File: src/rtl/seg_check_pkg.sv
package seg_check_pkg;
  typedef enum logic [1:0] {
    FC_NONE   = 2'd0,
    FC_LOAD   = 2'd1,
    FC_ALLOC  = 2'd2,
    FC_BOUNDS = 2'd3
  } fault_code_e;
endpackage

File: src/rtl/seg_desc_table.sv
// Descriptor storage with one write port and two combinational read ports.
// The second read port serves the master lookup of a copy entry.
module seg_desc_table #(
  parameter int IDX_W  = 4,
  parameter int ADDR_W = 24,
  parameter int LEN_W  = 16
) (
  input  logic              clk,
  input  logic              rst,
  input  logic              wr_en,
  input  logic [IDX_W-1:0]  wr_idx,
  input  logic [ADDR_W-1:0] wr_addr,
  input  logic [LEN_W-1:0]  wr_len,
  input  logic              wr_present,
  input  logic              wr_copy,
  input  logic [IDX_W-1:0]  wr_master,
  input  logic [IDX_W-1:0]  rd_idx,
  output logic [ADDR_W-1:0] rd_addr,
  output logic [LEN_W-1:0]  rd_len,
  output logic              rd_present,
  output logic              rd_copy,
  output logic [IDX_W-1:0]  rd_master,
  input  logic [IDX_W-1:0]  mrd_idx,
  output logic [ADDR_W-1:0] mrd_addr,
  output logic [LEN_W-1:0]  mrd_len,
  output logic              mrd_present,
  output logic              mrd_copy
);
  localparam int DEPTH = 1 << IDX_W;

  logic [ADDR_W-1:0] addr_q    [DEPTH];
  logic [LEN_W-1:0]  len_q     [DEPTH];
  logic              present_q [DEPTH];
  logic              copy_q    [DEPTH];
  logic [IDX_W-1:0]  master_q  [DEPTH];

  // The reads below see the registers before this edge's write, which is the old-contents rule.
  always_ff @(posedge clk) begin
    if (rst) begin
      for (int i = 0; i < DEPTH; i++) begin
        addr_q[i]    <= '0;
        len_q[i]     <= '0;
        present_q[i] <= 1'b0;
        copy_q[i]    <= 1'b0;
        master_q[i]  <= '0;
      end
    end else if (wr_en) begin
      addr_q[wr_idx]    <= wr_addr;
      len_q[wr_idx]     <= wr_len;
      present_q[wr_idx] <= wr_present;
      copy_q[wr_idx]    <= wr_copy;
      master_q[wr_idx]  <= wr_master;
    end
  end

  always_comb begin
    rd_addr     = addr_q[rd_idx];
    rd_len      = len_q[rd_idx];
    rd_present  = present_q[rd_idx];
    rd_copy     = copy_q[rd_idx];
    rd_master   = master_q[rd_idx];
    mrd_addr    = addr_q[mrd_idx];
    mrd_len     = len_q[mrd_idx];
    mrd_present = present_q[mrd_idx];
    mrd_copy    = copy_q[mrd_idx];
  end
endmodule

File: src/rtl/seg_resolve.sv
// Picks the effective descriptor: the entry itself, or its master for a copy entry.
module seg_resolve #(
  parameter int ADDR_W = 24,
  parameter int LEN_W  = 16
) (
  input  logic [ADDR_W-1:0] ent_addr,
  input  logic [LEN_W-1:0]  ent_len,
  input  logic              ent_present,
  input  logic              ent_copy,
  input  logic [ADDR_W-1:0] mst_addr,
  input  logic [LEN_W-1:0]  mst_len,
  input  logic              mst_present,
  input  logic              mst_copy,
  output logic [ADDR_W-1:0] eff_addr,
  output logic [LEN_W-1:0]  eff_len,
  output logic              eff_present,
  output logic              chain_err
);
  always_comb begin
    if (ent_copy) begin
      eff_addr    = mst_addr;
      eff_len     = mst_len;
      eff_present = mst_present;
      chain_err   = mst_copy;
    end else begin
      eff_addr    = ent_addr;
      eff_len     = ent_len;
      eff_present = ent_present;
      chain_err   = 1'b0;
    end
  end
endmodule

File: src/rtl/seg_judge.sv
// Turns the effective descriptor and the offset into a fault decision and result fields.
module seg_judge
  import seg_check_pkg::*;
#(
  parameter int ADDR_W = 24,
  parameter int LEN_W  = 16
) (
  input  logic [ADDR_W-1:0] eff_addr,
  input  logic [LEN_W-1:0]  eff_len,
  input  logic              eff_present,
  input  logic              chain_err,
  input  logic [LEN_W-1:0]  offset,
  output fault_code_e       code,
  output logic              fault,
  output logic [ADDR_W-1:0] out_addr,
  output logic [LEN_W-1:0]  out_size
);
  always_comb begin
    code     = FC_NONE;
    fault    = 1'b0;
    out_addr = '0;
    out_size = '0;
    if (chain_err) begin
      code  = FC_BOUNDS;
      fault = 1'b1;
    end else if (!eff_present) begin
      fault = 1'b1;
      if (eff_addr == '0) begin
        code     = FC_ALLOC;
        out_size = eff_len;
      end else begin
        code     = FC_LOAD;
        out_addr = eff_addr;
      end
    end else if (offset >= eff_len) begin
      code  = FC_BOUNDS;
      fault = 1'b1;
    end else begin
      out_addr = eff_addr + ADDR_W'(offset);
    end
  end
endmodule

File: src/rtl/seg_check_top.sv
module seg_check_top
  import seg_check_pkg::*;
#(
  parameter int IDX_W  = 4,
  parameter int ADDR_W = 24,
  parameter int LEN_W  = 16
) (
  input  logic              clk,
  input  logic              rst,
  input  logic              req_valid,
  input  logic [IDX_W-1:0]  req_idx,
  input  logic [LEN_W-1:0]  req_off,
  input  logic              wr_en,
  input  logic [IDX_W-1:0]  wr_idx,
  input  logic [ADDR_W-1:0] wr_addr,
  input  logic [LEN_W-1:0]  wr_len,
  input  logic              wr_present,
  input  logic              wr_copy,
  input  logic [IDX_W-1:0]  wr_master,
  output logic              rsp_valid,
  output logic              rsp_fault,
  output logic [1:0]        rsp_code,
  output logic [ADDR_W-1:0] rsp_addr,
  output logic [LEN_W-1:0]  rsp_size
);
  logic [ADDR_W-1:0] ent_addr, mst_addr, eff_addr, j_addr;
  logic [LEN_W-1:0]  ent_len, mst_len, eff_len, j_size;
  logic              ent_present, mst_present, eff_present;
  logic              ent_copy, mst_copy, chain_err, j_fault;
  logic [IDX_W-1:0]  ent_master;
  fault_code_e       j_code;

  seg_desc_table #(.IDX_W(IDX_W), .ADDR_W(ADDR_W), .LEN_W(LEN_W)) table_i (
    .clk(clk), .rst(rst),
    .wr_en(wr_en), .wr_idx(wr_idx), .wr_addr(wr_addr), .wr_len(wr_len),
    .wr_present(wr_present), .wr_copy(wr_copy), .wr_master(wr_master),
    .rd_idx(req_idx), .rd_addr(ent_addr), .rd_len(ent_len),
    .rd_present(ent_present), .rd_copy(ent_copy), .rd_master(ent_master),
    .mrd_idx(ent_master), .mrd_addr(mst_addr), .mrd_len(mst_len),
    .mrd_present(mst_present), .mrd_copy(mst_copy)
  );

  seg_resolve #(.ADDR_W(ADDR_W), .LEN_W(LEN_W)) resolve_i (
    .ent_addr(ent_addr), .ent_len(ent_len), .ent_present(ent_present), .ent_copy(ent_copy),
    .mst_addr(mst_addr), .mst_len(mst_len), .mst_present(mst_present), .mst_copy(mst_copy),
    .eff_addr(eff_addr), .eff_len(eff_len), .eff_present(eff_present), .chain_err(chain_err)
  );

  seg_judge #(.ADDR_W(ADDR_W), .LEN_W(LEN_W)) judge_i (
    .eff_addr(eff_addr), .eff_len(eff_len), .eff_present(eff_present),
    .chain_err(chain_err), .offset(req_off),
    .code(j_code), .fault(j_fault), .out_addr(j_addr), .out_size(j_size)
  );

  always_ff @(posedge clk) begin
    if (rst) begin
      rsp_valid <= 1'b0;
      rsp_fault <= 1'b0;
      rsp_code  <= 2'd0;
      rsp_addr  <= '0;
      rsp_size  <= '0;
    end else begin
      rsp_valid <= req_valid;
      if (req_valid) begin
        rsp_fault <= j_fault;
        rsp_code  <= j_code;
        rsp_addr  <= j_addr;
        rsp_size  <= j_size;
      end
    end
  end
endmodule

File: config.mk
export PLATFORM = sky130hd
export DESIGN_NAME = seg_check_top
export DESIGN_NICKNAME = d
export VERILOG_FILES = /design/src/rtl/seg_check_pkg.sv /design/src/rtl/seg_desc_table.sv /design/src/rtl/seg_resolve.sv /design/src/rtl/seg_judge.sv /design/src/rtl/seg_check_top.sv
export SDC_FILE = /design/constraint.sdc
export NUM_CORES = 2
export LEC_CHECK = 0
export BUFFER_PORTS_ARGS = -buffer_cell sky130_fd_sc_hd__buf_2
export CORE_UTILIZATION = 40
export DETAILED_ROUTE_END_ITERATION = 10
export PLACE_DENSITY = 0.59
export SKIP_LAST_GASP = 1
export SYNTH_ARGS = -nofsm -noshare
export SYNTH_HDL_FRONTEND = slang
export SYNTH_HIERARCHICAL = 1
export SYNTH_SLANG_ARGS = --single-unit
File: constraint.sdc
create_clock -name clk -period 14.3 [get_ports clk]
set_clock_uncertainty 0.2 [all_clocks]
set_input_delay 1.43 -clock clk [delete_from_list [all_inputs] [get_ports clk]]
set_output_delay 1.43 -clock clk [all_outputs]
set_load 0.03 [all_outputs]
==> metrics.md <==
| Metric | Value |
|---|---|
| Area growth, synth to finish | `10.5%` |
| Via/cell ratio | `6.12` |
| Sequential area share after synthesis | `55.1%` |
| H-tree lvl count | `3` |
| Reg2Reg Capture Point | `rsp_addr[22]$_SDFFE_PP0P_` |
| Syn Area/Cell | `14.8 um^2` |
| CTS root buf | `clkbuf_16` |
| Final worst-path cycle share | `59.3%` |
| R2R Setup Slk | `7.49 ns` |
| Aggregate negative setup slack | `0 ns` |
| Die H | `325 um` |
| Max-cap violation count | `0` |
| Slew margin rel. | `30.4%` |
| Num CTS Buffers | `86` |
| Async S/R FF share, synth | `0%` |
| DRC viols | `0` |
| Slew Viols, Final | `0` |
| Internal power | `4.37 mW` |
| PD cells | `131 nW/um^2` |
| Clock sink count | `780` |
| Io pins | `~120` |
| # fillers | `~9000` |
| GR Util All Layers | `25.7%` |
| Drt first pass iters | `7` |
| Critical Path RT | `14.68 ns` |
| Synthesized Nets | `2931` |
| #FFs+latches synth | `780` |
| Initial core utilization | `40.3%` |
| PostCTS Resize Cnt | `0` |
| Routed length per instance | `31.9 um` |
| Clock-pin slew on the worst setup and hold paths | `0.06 ns` |
| Logic gate share of total power | `19.2%` |
| Share of layout cells above drive strength 1 | `25.8%` |
| Worst min-delay path category | `flop to flop` |
| Top cells by count, synth | `and2_1, edfxtp_1, mux4_2, a22oi_1, clkbuf_1` |
| Top cell type's share of synthesized area | `53.0%` |
| DRT antenna net count | `0` |
| Worst-Skew Late Latency | `0.66 ns` |
| Worst vdd ir | `around 0.095 mV` |
| Most common cell in the netlist | `and2_1` |
| Outcome | `finished, final reports clean` |
| Sw frac | `around 28%` |
| Initial antenna violation count | `19` |
| Psw | `1.69 mW` |
| Area contributors post-synth | `edfxtp_1, mux4_2, and2_1` |
| Die width | `325 um` |
| Largest area contributor in the netlist | `edfxtp_1` |
| Crit start category | `input port` |
| Port Buffers | `117` |
| Largest net degree at the start of global routing | `133` |
| Total grt overflow | `0` |
| Post-synth EDFFs | `between 700 and 800` |
| Power Total | `6.06 mW` |
| Leak Pwr | `between 15 and 20 nW` |
| Reg2Reg Launch Point | `table_i/master_q[2][0]$_SDFFCE_PN0P_` |
| Final nets | `2923` |
| CP arrival | `roughly 8.9 ns` |
| Mapped Area | `about 42000 um^2` |
| WL final | `136000 um` |
| Die area | `~110000 um^2` |
| Global-route wire length before repair | `194000 um` |
| Clock share of power | `36.2%` |
| Critical Path Source | `req_idx[0]` |
| Final Hold Viols | `0` |
| Ys flop type | `edfxtp_1` |
| Post-CTS Hold Fix Bufs | `0` |
| RD Place Congestion | `between 0.8 and 0.9` |
| Initial DRC Count | `3111` |
| Post-route minimum period | `8.48 ns` |
| Vias in the first global route | `approximately 27000` |
| Worst Setup EP | `rsp_addr[22]$_SDFFE_PP0P_` |
| Routed vias | `26200` |
| Yosys warns | `6` |
| Endpoints failing setup | `0` |
| CTS tree | `done` |
| Tightest Pin Transition | `between 1 and 1.5 ns` |
| Crit. End Element | `flop` |
| Proportion of power drawn by flip-flops and latches | `44.6%` |
| Mapped Cells | `2824` |
| RSZ-0062 raised after global routing | `no` |
| CP Max Fanout | `97` |
| WS Path Type | `input port to flop` |
| Row count | `118` |
| Final HPWL DP | `between 70000 and 80000 um` |
| Maximum clock rate | `roughly 120 MHz` |
| FF-to-FF path depth | `20` |
| Clock tree buffer depth | `3` |
| Synth cell types | `58` |
| Core footprint | `103000 um^2` |
| Setup bufs post-CTS | `0` |
[sequential cells by signal, indices dropped and copies added, names as in the netlist]
name and cells:
table_i/master_q 64, rsp_fault 1, table_i/present_q 16, table_i/addr_q 384, rsp_addr 24, table_i/copy_q 16, table_i/len_q 256, rsp_code 2
rsp_size 16, rsp_valid 1
[power groups by stage]
| stage | registers (mW) | logic [mW] | clock network, mW |
|---|---|---|---|
| after global placement | 2.73 | 1.14 | 0 |
| final | 2.70 | 1.16 | 2.19 |
| after detailed placement | 2.75 | 1.15 | 0 |
| after floorplan | 2.75 | 0.780 | 0 |
| after global routing | 2.71 | 1.23 | 2.30 |
| after CTS | 2.70 | 1.16 | 2.22 |
[layout by cell type (no fill, tap or decap), types with 4 or more instances in the layout]
cell / n
and2_1: 739
edfxtp_1: 736
mux4_2: 352
a22oi_1: 176
nand2_1: 116
buf_2: 115
clkbuf_16: 91
nor2_1: 55
buf_4: 54
dfxtp_1: 44
mux2i_1: 43
mux2_4: 39
ha_1: 32
o21ai_0: 22
clkinv_2: 20
inv_1: 20
nor4_1: 20
a21oi_1: 19
clkinv_1: 16
or2_4: 16
clkbuf_1: 15
nor2_4: 14
diode_2: 10
nand3_1: 9
a21o_1: 8
inv_6: 7
xnor2_1: 7
nand4_1: 6
o211ai_1: 6
xor2_1: 6
bufinv_16: 5
nand2b_1: 5
or4_1: 5
nor3_1: 4
nor2b_4: 4
[layer usage]
layer / routed length, um / part of all wire [%] / up-vias / global-route usage [%]
met5: 62 / 0.045 / - / 0
met4: 3550 / 2.6 / 10 / 8.00
met2: 64700 / 47 / 1501 / 41.4
met3: 14400 / 11 / 249 / 5.56
li1: - / - / 10800 / -
met1: 53700 / 39 / 13600 / 34.7
[worst min-delay path by stage]
stage,endpoint,slack (ns),cells past startpoint,startpoint
floorplan,rsp_addr[22]$_SDFFE_PP0P_,0.43,2,rsp_addr[22]$_SDFFE_PP0P_
global placement,rsp_size[10]$_SDFFE_PP0P_,0.27,2,rsp_size[10]$_SDFFE_PP0P_
detailed placement,rsp_size[8]$_SDFFE_PP0P_,0.28,2,rsp_size[8]$_SDFFE_PP0P_
CTS,rsp_size[0]$_SDFFE_PP0P_,0.30,2,rsp_size[0]$_SDFFE_PP0P_
global route,rsp_size[8]$_SDFFE_PP0P_,0.32,2,rsp_size[8]$_SDFFE_PP0P_
finish,rsp_size[0]$_SDFFE_PP0P_,0.29,2,rsp_size[0]$_SDFFE_PP0P_
[stage by stage]
step	cells	hold WS [ns]	utilization [%]	setup WS, ns	area (um^2)
6_report	4275	0.291	44.5	5.82	46100
4_1_cts	4265	0.300	44.5	5.88	46100
3_3_place_gp	4108	0.268	41.9	5.23	43300
3_5_place_dp	4108	0.284	41.9	5.21	43300
5_1_grt	4269	0.317	44.5	5.27	46100
2_1_floorplan	2824	0.434	-	7.88	41700
[logic make-up after synthesis]
family | count (synthesis) | share of synthesized area (%)
adder cells (fa/ha/maj) | 33 | 1.01
buffers and inverters | 291 | 3.55
flip-flops | 780 | 55.1
AO/OA/AOI/OAI | 257 | 4.48
AND/OR/NAND/NOR | 1014 | 14.1
XOR/XNOR | 13 | 0.273
multiplexers | 436 | 21.5
[cell type report]
cell class / count / area, um^2 / share of cell area (%)
diodes: 10 / 25.0 / 0.0543
clock buffers: 108 / 2360 / 5.12
clock inverters: 49 / 379 / 0.822
inverters: 21 / 78.8 / 0.171
multi-input cells: 1753 / 17500 / 37.9
flip-flops and latches: 780 / 23000 / 49.9
well taps: 1380 / 1730 / 3.75
repair buffers: 174 / 1070 / 2.32
[worst max-delay path: stages]
cell and delay, ns:
buf_8 0.42, buf_4 0.62, mux4_2 0.59, a22oi_1 0.33
nand2_4 0.47, buf_12 0.43, mux4_2 0.60, a22oi_1 0.19
nand2_1 0.07, mux2_4 0.30, inv_1 0.19, ha_1 0.28
a21oi_1 0.14, o21ai_0 0.15, nor3b_1 0.22, o21ai_0 0.11
nor2_1 0.79, inv_2 0.35, or4_1 0.58, nand3_1 0.11
mux2i_1 0.08, nor2_1 0.11
Note: power is estimated with default switching activity, not from simulation.
